--- config.mk ---
export PLATFORM = sky130hd
export DESIGN_NAME = keysearch_ctrl
export DESIGN_NICKNAME = d
export VERILOG_FILES = /design/src/rtl/keysearch_pkg.sv /design/src/rtl/ks_regs.sv /design/src/rtl/ks_keyline.sv /design/src/rtl/ks_seq.sv /design/src/rtl/keysearch_ctrl.sv
export SDC_FILE = /design/constraint.sdc
export NUM_CORES = 1
export LEC_CHECK = 0
export ABC_AREA = 1
export BUFFER_PORTS_ARGS = -buffer_cell sky130_fd_sc_hd__buf_2
export CAP_MARGIN = 30
export CORE_UTILIZATION = 40
export CTS_BUF_LIST = sky130_fd_sc_hd__clkbuf_8
export CTS_CLUSTER_DIAMETER = 100
export CTS_CLUSTER_SIZE = 10
export DETAILED_ROUTE_END_ITERATION = 7
export MAX_ROUTING_LAYER = met4
export SKIP_LAST_GASP = 1
export SYNTH_ARGS = -nofsm -noshare
export SYNTH_HDL_FRONTEND = slang
export SYNTH_HIERARCHICAL = 1
export SYNTH_SLANG_ARGS = --single-unit
--- constraint.sdc ---
create_clock -name clk -period 2 [get_ports clk]
set_clock_uncertainty 0.15 [all_clocks]
set_input_delay 0.1 -clock clk [delete_from_list [all_inputs] [get_ports clk]]
set_output_delay 0.1 -clock clk [all_outputs]
set_load 0.01 [all_outputs]
--- src/rtl/keysearch_pkg.sv ---
package keysearch_pkg;

  typedef enum logic [1:0] {
    ST_IDLE  = 2'd0,
    ST_RUN   = 2'd1,
    ST_FOUND = 2'd2,
    ST_EXH   = 2'd3
  } srch_state_e;

  localparam int unsigned REG_ADDR_W = 3;

  localparam logic [REG_ADDR_W-1:0] A_CTRL   = 3'd0;
  localparam logic [REG_ADDR_W-1:0] A_FIRST  = 3'd1;
  localparam logic [REG_ADDR_W-1:0] A_LAST   = 3'd2;
  localparam logic [REG_ADDR_W-1:0] A_CIPHER = 3'd3;
  localparam logic [REG_ADDR_W-1:0] A_TARGET = 3'd4;
  localparam logic [REG_ADDR_W-1:0] A_HITKEY = 3'd5;
  localparam logic [REG_ADDR_W-1:0] A_TRIED  = 3'd6;

  localparam int unsigned CTRL_GO_BIT  = 0;
  localparam int unsigned CTRL_ACK_BIT = 1;
  localparam int unsigned STAT_IRQ_BIT = 2;

endpackage

--- src/rtl/ks_regs.sv ---
module ks_regs
  import keysearch_pkg::*;
#(
  parameter int unsigned KEY_W  = 24,
  parameter int unsigned BLK_W  = 32,
  parameter int unsigned DATA_W = 32,
  parameter int unsigned CNT_W  = 32
) (
  input  logic                  clk,
  input  logic                  rst_n,
  input  logic                  we,
  input  logic [REG_ADDR_W-1:0] addr,
  input  logic [DATA_W-1:0]     wdata,
  input  logic                  running,
  input  srch_state_e           state,
  input  logic                  irq_local,
  input  logic [KEY_W-1:0]      hit_key,
  input  logic [CNT_W-1:0]      tried,
  output logic [KEY_W-1:0]      first_key,
  output logic [KEY_W-1:0]      last_key,
  output logic [BLK_W-1:0]      cipher,
  output logic [BLK_W-1:0]      target,
  output logic                  go,
  output logic                  ack,
  output logic [DATA_W-1:0]     rdata
);

  logic cfg_we;
  logic first_en, last_en, cipher_en, target_en;
  logic [KEY_W-1:0] first_q, last_q;
  logic [BLK_W-1:0] cipher_q, target_q;

  // Configuration is frozen while a search is running.
  always_comb begin
    cfg_we    = we && !running;
    first_en  = cfg_we && (addr == A_FIRST);
    last_en   = cfg_we && (addr == A_LAST);
    cipher_en = cfg_we && (addr == A_CIPHER);
    target_en = cfg_we && (addr == A_TARGET);
    go        = we && (addr == A_CTRL) && wdata[CTRL_GO_BIT];
    ack       = we && (addr == A_CTRL) && wdata[CTRL_ACK_BIT];
  end

  always_ff @(posedge clk or negedge rst_n) begin
    if (!rst_n) begin
      first_q  <= '0;
      last_q   <= '0;
      cipher_q <= '0;
      target_q <= '0;
    end else begin
      if (first_en)  first_q  <= wdata[KEY_W-1:0];
      if (last_en)   last_q   <= wdata[KEY_W-1:0];
      if (cipher_en) cipher_q <= wdata[BLK_W-1:0];
      if (target_en) target_q <= wdata[BLK_W-1:0];
    end
  end

  always_comb begin
    rdata = '0;
    case (addr)
      A_CTRL: begin
        rdata[1:0]          = state;
        rdata[STAT_IRQ_BIT] = irq_local;
      end
      A_FIRST:  rdata[KEY_W-1:0] = first_q;
      A_LAST:   rdata[KEY_W-1:0] = last_q;
      A_CIPHER: rdata[BLK_W-1:0] = cipher_q;
      A_TARGET: rdata[BLK_W-1:0] = target_q;
      A_HITKEY: rdata[KEY_W-1:0] = hit_key;
      A_TRIED:  rdata[CNT_W-1:0] = tried;
      default:  rdata = '0;
    endcase
  end

  assign first_key = first_q;
  assign last_key  = last_q;
  assign cipher    = cipher_q;
  assign target    = target_q;

  // nothing in the configuration moves across a cycle that began running
  assert_cfg_frozen_R9: assert property (@(posedge clk) disable iff (!rst_n)
    running |=> ($stable(first_q) && $stable(last_q) &&
                 $stable(cipher_q) && $stable(target_q)));

endmodule

--- src/rtl/ks_keyline.sv ---
module ks_keyline #(
  parameter int unsigned LAT   = 8,
  parameter int unsigned KEY_W = 24
) (
  input  logic             clk,
  input  logic             rst_n,
  input  logic             flush,
  input  logic             in_valid,
  input  logic [KEY_W-1:0] in_key,
  output logic             tail_valid,
  output logic [KEY_W-1:0] tail_key
);

  logic             vld_q [LAT];
  logic [KEY_W-1:0] key_q [LAT];
  logic             vld_d [LAT];
  logic             key_en [LAT];
  logic [KEY_W-1:0] key_d [LAT];

  for (genvar i = 0; i < LAT; i++) begin : g_stage
    if (i == 0) begin : g_head
      always_comb begin
        vld_d[i]  = in_valid && !flush;
        key_en[i] = in_valid;
        key_d[i]  = in_key;
      end
    end else begin : g_body
      always_comb begin
        vld_d[i]  = vld_q[i-1] && !flush;
        key_en[i] = vld_q[i-1];
        key_d[i]  = key_q[i-1];
      end
    end

    always_ff @(posedge clk or negedge rst_n) begin
      if (!rst_n) begin
        vld_q[i] <= 1'b0;
        key_q[i] <= '0;
      end else begin
        vld_q[i] <= vld_d[i];
        if (key_en[i]) key_q[i] <= key_d[i];
      end
    end
  end

  assign tail_valid = vld_q[LAT-1];
  assign tail_key   = key_q[LAT-1];

  // after a flush nothing that was in flight reaches the comparator
  assert_flush_empties_R4: assert property (@(posedge clk) disable iff (!rst_n)
    flush |=> !tail_valid);

endmodule

--- src/rtl/ks_seq.sv ---
module ks_seq
  import keysearch_pkg::*;
#(
  parameter int unsigned KEY_W = 24,
  parameter int unsigned BLK_W = 32,
  parameter int unsigned CNT_W = 32
) (
  input  logic             clk,
  input  logic             rst_n,
  input  logic             go,
  input  logic             ack,
  input  logic [KEY_W-1:0] first_key,
  input  logic [KEY_W-1:0] last_key,
  input  logic [BLK_W-1:0] target,
  input  logic             tail_valid,
  input  logic [KEY_W-1:0] tail_key,
  input  logic [BLK_W-1:0] result,
  output srch_state_e      state,
  output logic             issue,
  output logic [KEY_W-1:0] cur_key,
  output logic             line_valid,
  output logic             hit,
  output logic [KEY_W-1:0] hit_key,
  output logic [CNT_W-1:0] tried,
  output logic             irq_flag
);

  localparam logic [KEY_W-1:0] KEY_ONE = KEY_W'(1);
  localparam logic [CNT_W-1:0] CNT_ONE = CNT_W'(1);

  srch_state_e      state_q, state_d;
  logic [KEY_W-1:0] cur_q, cur_d;
  logic             done_q, done_d;
  logic [CNT_W-1:0] cnt_q, cnt_d;
  logic [KEY_W-1:0] hit_q, hit_d;
  logic             irq_q, irq_d;
  logic             running;

  always_comb begin
    running    = (state_q == ST_RUN);
    issue      = running && !done_q;
    hit        = running && tail_valid && (result == target);
    line_valid = issue && !hit;
  end

  always_comb begin
    state_d = state_q;
    cur_d   = cur_q;
    done_d  = done_q;
    cnt_d   = cnt_q;
    hit_d   = hit_q;
    irq_d   = irq_q;

    if (ack) irq_d = 1'b0;

    if (go && !running) begin
      state_d = ST_RUN;
      cur_d   = first_key;
      done_d  = 1'b0;
      cnt_d   = '0;
    end else if (running) begin
      if (tail_valid) begin
        cnt_d = cnt_q + CNT_ONE;
        if (hit) begin
          state_d = ST_FOUND;
          hit_d   = tail_key;
          irq_d   = 1'b1;
        end else if (tail_key == last_key) begin
          state_d = ST_EXH;
        end
      end
      if (line_valid) begin
        cur_d = cur_q + KEY_ONE;
        if (cur_q == last_key) done_d = 1'b1;
      end
    end else if (ack) begin
      state_d = ST_IDLE;
    end
  end

  always_ff @(posedge clk or negedge rst_n) begin
    if (!rst_n) begin
      state_q <= ST_IDLE;
      cur_q   <= '0;
      done_q  <= 1'b0;
      cnt_q   <= '0;
      hit_q   <= '0;
      irq_q   <= 1'b0;
    end else begin
      state_q <= state_d;
      cur_q   <= cur_d;
      done_q  <= done_d;
      cnt_q   <= cnt_d;
      hit_q   <= hit_d;
      irq_q   <= irq_d;
    end
  end

  assign state    = state_q;
  assign cur_key  = cur_q;
  assign hit_key  = hit_q;
  assign tried    = cnt_q;
  assign irq_flag = irq_q;

  // consecutive issued keys step by exactly one
  assert_key_step_R2: assert property (@(posedge clk) disable iff (!rst_n)
    (issue && running) |=> (!issue || cur_q == $past(cur_q) + KEY_ONE));

  // a found result and its key hold until the host acts
  assert_found_holds_R3: assert property (@(posedge clk) disable iff (!rst_n)
    (state_q == ST_FOUND && !go && !ack) |=> (state_q == ST_FOUND && $stable(hit_q)));

  // the count advances by at most one per cycle while running
  assert_count_step_R7: assert property (@(posedge clk) disable iff (!rst_n)
    running |=> (cnt_q == $past(cnt_q) || cnt_q == $past(cnt_q) + CNT_ONE));

  // exhaustion never raises the local interrupt flag
  assert_exh_quiet_R5: assert property (@(posedge clk) disable iff (!rst_n)
    (running && !irq_q) |=> (state_q != ST_EXH || !irq_q));

endmodule

--- src/rtl/keysearch_ctrl.sv ---
module keysearch_ctrl
  import keysearch_pkg::*;
#(
  parameter int unsigned KEY_W  = 24,
  parameter int unsigned BLK_W  = 32,
  parameter int unsigned DATA_W = 32,
  parameter int unsigned CNT_W  = 32,
  parameter int unsigned LAT    = 8
) (
  input  logic                  clk,
  input  logic                  rst_n,
  input  logic                  reg_we,
  input  logic [REG_ADDR_W-1:0] reg_addr,
  input  logic [DATA_W-1:0]     reg_wdata,
  output logic [DATA_W-1:0]     reg_rdata,
  output logic                  dp_issue,
  output logic [KEY_W-1:0]      dp_key,
  output logic [BLK_W-1:0]      dp_block,
  input  logic [BLK_W-1:0]      dp_result,
  input  logic                  irq_in,
  output logic                  irq_out
);

  srch_state_e      state;
  logic             go, ack, issue, line_valid, hit, irq_flag;
  logic             tail_valid;
  logic [KEY_W-1:0] first_key, last_key, cur_key, hit_key, tail_key;
  logic [BLK_W-1:0] cipher, target;
  logic [CNT_W-1:0] tried;

  ks_regs #(
    .KEY_W(KEY_W), .BLK_W(BLK_W), .DATA_W(DATA_W), .CNT_W(CNT_W)
  ) regs_i (
    .clk(clk), .rst_n(rst_n), .we(reg_we), .addr(reg_addr), .wdata(reg_wdata),
    .running(state == ST_RUN), .state(state), .irq_local(irq_flag),
    .hit_key(hit_key), .tried(tried),
    .first_key(first_key), .last_key(last_key), .cipher(cipher), .target(target),
    .go(go), .ack(ack), .rdata(reg_rdata)
  );

  ks_seq #(
    .KEY_W(KEY_W), .BLK_W(BLK_W), .CNT_W(CNT_W)
  ) seq_i (
    .clk(clk), .rst_n(rst_n), .go(go), .ack(ack),
    .first_key(first_key), .last_key(last_key), .target(target),
    .tail_valid(tail_valid), .tail_key(tail_key), .result(dp_result),
    .state(state), .issue(issue), .cur_key(cur_key), .line_valid(line_valid),
    .hit(hit), .hit_key(hit_key), .tried(tried), .irq_flag(irq_flag)
  );

  ks_keyline #(
    .LAT(LAT), .KEY_W(KEY_W)
  ) line_i (
    .clk(clk), .rst_n(rst_n), .flush(hit), .in_valid(line_valid), .in_key(cur_key),
    .tail_valid(tail_valid), .tail_key(tail_key)
  );

  assign dp_issue = issue;
  assign dp_key   = cur_key;
  assign dp_block = cipher;
  assign irq_out  = irq_flag | irq_in;

  // an upstream request always passes down the chain
  assert_chain_pass_R8: assert property (@(posedge clk) disable iff (!rst_n)
    irq_in |-> irq_out);

endmodule

==> qor.csv <==
metric;value;unit
r2r_cells;14;
insertedDiodeCount;0;
antenna_found_initial;0;
finalCritPeriodShare;1.06;
syn-num-nets;2665;
pre_cts_ws;-0.219;ns
drt_first_iter_violations;1982;
setup_viol;60;
cts_tree;built;
path_max_fanout;5;
drv_slew;0;
finalCriticalPeriod;2.11;ns
cpMostUsedCell;nand2_1;
p_per_area;1040;nW/µm²
synth_top_family_by_area;simple AND/OR/NAND/NOR gates;
p_sw;0.0102;W
wl_per_cell;18.4;µm
synth_top_cell_by_area;dfrtp_1;
drc;0;
yosys_warnings;6;
end_kind;flop;
min_to;regs_i/cipher[16];
ant_nets;0;
clk_path_buf_depth;3;
ys_top_cells_by_area;dfrtp_1 49%, nand2_1 21%, inv_1 3.4%;
ys_top_cells_by_count;1123 x nand2_1, 396 x dfrtp_1, 181 x inv_1;
max_stage_delay;0.39;ns
drive_gt1_frac;0.237;
ys.flop_type;dfrtp_1;
syn_area_per_cell;7.76;µm²
gp_congestion;0.972;
r2r-start;regs_i/target[19];
finalHoldViolations;0;
numCtsBuffers;45;
crit_path_start_kind;flop;
viasPerCell;5.15;
fmax;0.474;GHz
power_frac_clock;0.198;
hold_slack;0.0257;ns
p_int;0.0159;W
crit_arrival;2.51;ns
required;2.40;ns
crit_buf_inv;5;
dr.pass1.iters;6;
synth_edf_count;0;
final_cell_area;25100;µm²
num_vias;18624;
power_frac_seq;0.453;
boundaryPins;161;
ir_drop;0.000782;V
syn2layout_area_growth;24.7;%
rsz0062_at_grt;true;
maxCapViolCount;0;
start_util;0.409;
htree_levels;2;
min_from;reg_wdata[16];
routed_wirelength;66.5;mm
io_buffers;160;
fp.dieW;226;µm
die_area;51200;µm²
dpl.hpwl;46.6;mm
cts.sinks;396;
rr_endpoint;line_i/key_d[164];
post_dp_cell_area;22300;µm²
grt_max_degree;111;
crit_family;simple AND/OR/NAND/NOR gates;
slowest_stage;dfrtp_1;
core-area;49300;µm²
min_path_type;input port to flop;
ys_ff_latch;396;
p_leak;13.5;nW
worstSkewPairLatency;0.68;ns
worst_slew_pin_slew;0.639;ns
comb_power_share;0.349;
synth_mux_area_frac;0;
syn-cell-area;20100;µm²
first_global_vias;17408;
async_flop_share;1.00;
path_cells;inv_1 > nand2_2 > nand2_2 > nor2_1 > nand2_1 > nor2_4 > nand3_4 > o21ai_4 > buf_12 > buf_8 > inv_8 > buf_4 > nand2_1 > nand2_1;
ys_types;43;
violations;negative setup slack;
rrSetupSlack;-0.11;ns
fp.dieH;226;µm
p_sw_frac;0.390;
worst_slack;-0.111;ns
synth_top_area_frac;0.492;
synthCells;2592;
clk_pin_slew;0.08;ns
slew_headroom;0.574;
yosysSeqAreaShare;0.492;
yosysMostFrequentCell;nand2_1;
root_buffer;clkbuf_8;
min_path_cells;4;
groute.usage.overall;0.260;
rows;81;
n_fill_cell;4812;
yosys.area_share.simple;0.340;
synth_compound_area_frac;0.0484;
status;finished with violations;
path_class;flop to flop;
synth-adder-area-share;0.00124;
gr-total-overflow;0;
layout.nets;3022;
synth_xor_xnor_area_share;0.0309;
grt_pass1_wl;99.0;mm
-- power groups by stage --
stage,combinational (W),clock [W],sequential [W]
floorplan,0.00490,0,0.0114
global placement,0.00762,0,0.0118
detailed placement,0.00775,0,0.0119
CTS,0.00814,0.00534,0.0117
global route,0.00997,0.00560,0.0120
finish,0.00909,0.00516,0.0118
-- metrics by stage --
stage	TNS (ns)	util	total power (W)	instances
after floorplan	0	-	0.0163	2592
after global placement	-10.01	0.452	0.0194	3451
after detailed placement	-11.14	0.452	0.0196	3451
after CTS	-2.79	0.488	0.0252	3584
after global routing	-9.74	0.509	0.0276	3615
final	-3.13	0.509	0.0261	3615
-- area by class of cell --
type	count	area [µm²]	area share
multi-input cells	1877	9200	0.367
clock inverters	4	73.8	0.00294
inverters	195	812	0.0324
repair buffers	434	3640	0.145
well taps	664	831	0.0331
clock buffers	45	619	0.0247
flip-flops and latches	396	9920	0.395
-- what timing repair did --
| item | in CTS | in global routing |
|---|---|---|
| pin swaps | 58 | 96 |
| hold endpoints to repair | 511 | 0 |
| buffers inserted | 17 | 28 |
| hold buffers | 71 | 0 |
| resized for setup | 68 | 190 |
| setup endpoints to repair | 103 | 130 |
| cloned | 1 | 7 |
-- worst register-to-register path, delay by kind of cell (launching register included) --
kind	cells	cell delay (ns)
AOI/OAI and AO/OA	1	0.19
buffers and inverters	5	0.55
and+or+nand+nor	8	0.71
DFF	1	0.39
-- registers in the layout (all words and copies together), names as in the netlist, 2 cells and up --
signal            cells
line_i/key_en         7
seq_i/hit_key        24
regs_i/target        32
regs_i/cipher        32
seq_i/tried          32
seq_i/state           2
line_i/tail_key      24
line_i/key_d        168
regs_i/last_key      24
regs_i/first_key     24
seq_i/cur_key        24
-- routing by layer --
metal  vias up  share of wire  GRT usage
met5         -              0          -
met4         0          0.028     0.0811
met3       118          0.070     0.0303
met2       765           0.46      0.400
met1      8956           0.45      0.359
li1       8785              -          -
-- cell families (layout without fill, tap and decap cells) --
| family | Yosys count | in the layout |
|---|---|---|
| AOI/OAI and AO/OA | 175 | 175 |
| buffers and inverters | 319 | 678 |
| and+or+nand+nor | 1629 | 1629 |
| adders and majority gates | 2 | 2 |
| DFF | 396 | 396 |
| xor gates and xnor gates | 71 | 71 |
-- worst max-delay path by stage --
stage / endpoint / start / cells past startpoint
6_report: line_i/key_d[164] / regs_i/target[19] / 14
3_5_place_dp: line_i/key_d[157] / regs_i/target[7] / 13
2_1_floorplan: line_i/key_d[146] / seq_i/state[1] / 14
4_1_cts: line_i/key_d[157] / regs_i/target[7] / 13
3_3_place_gp: line_i/key_d[158] / regs_i/target[29] / 12
5_1_grt: line_i/key_d[165] / regs_i/target[19] / 14
-- cells in the final DEF, fill, tap and decap left out, drive strengths merged, types with 44 or more instances in the layout --
cell,n
nand3,109
dfrtp,396
nor2,203
inv,197
dlygate4sd3,71
nand2,1182
clkbuf,52
buf,356
o21ai,146
xnor2,44
nand4,96
(Power assumes the default switching activity.)
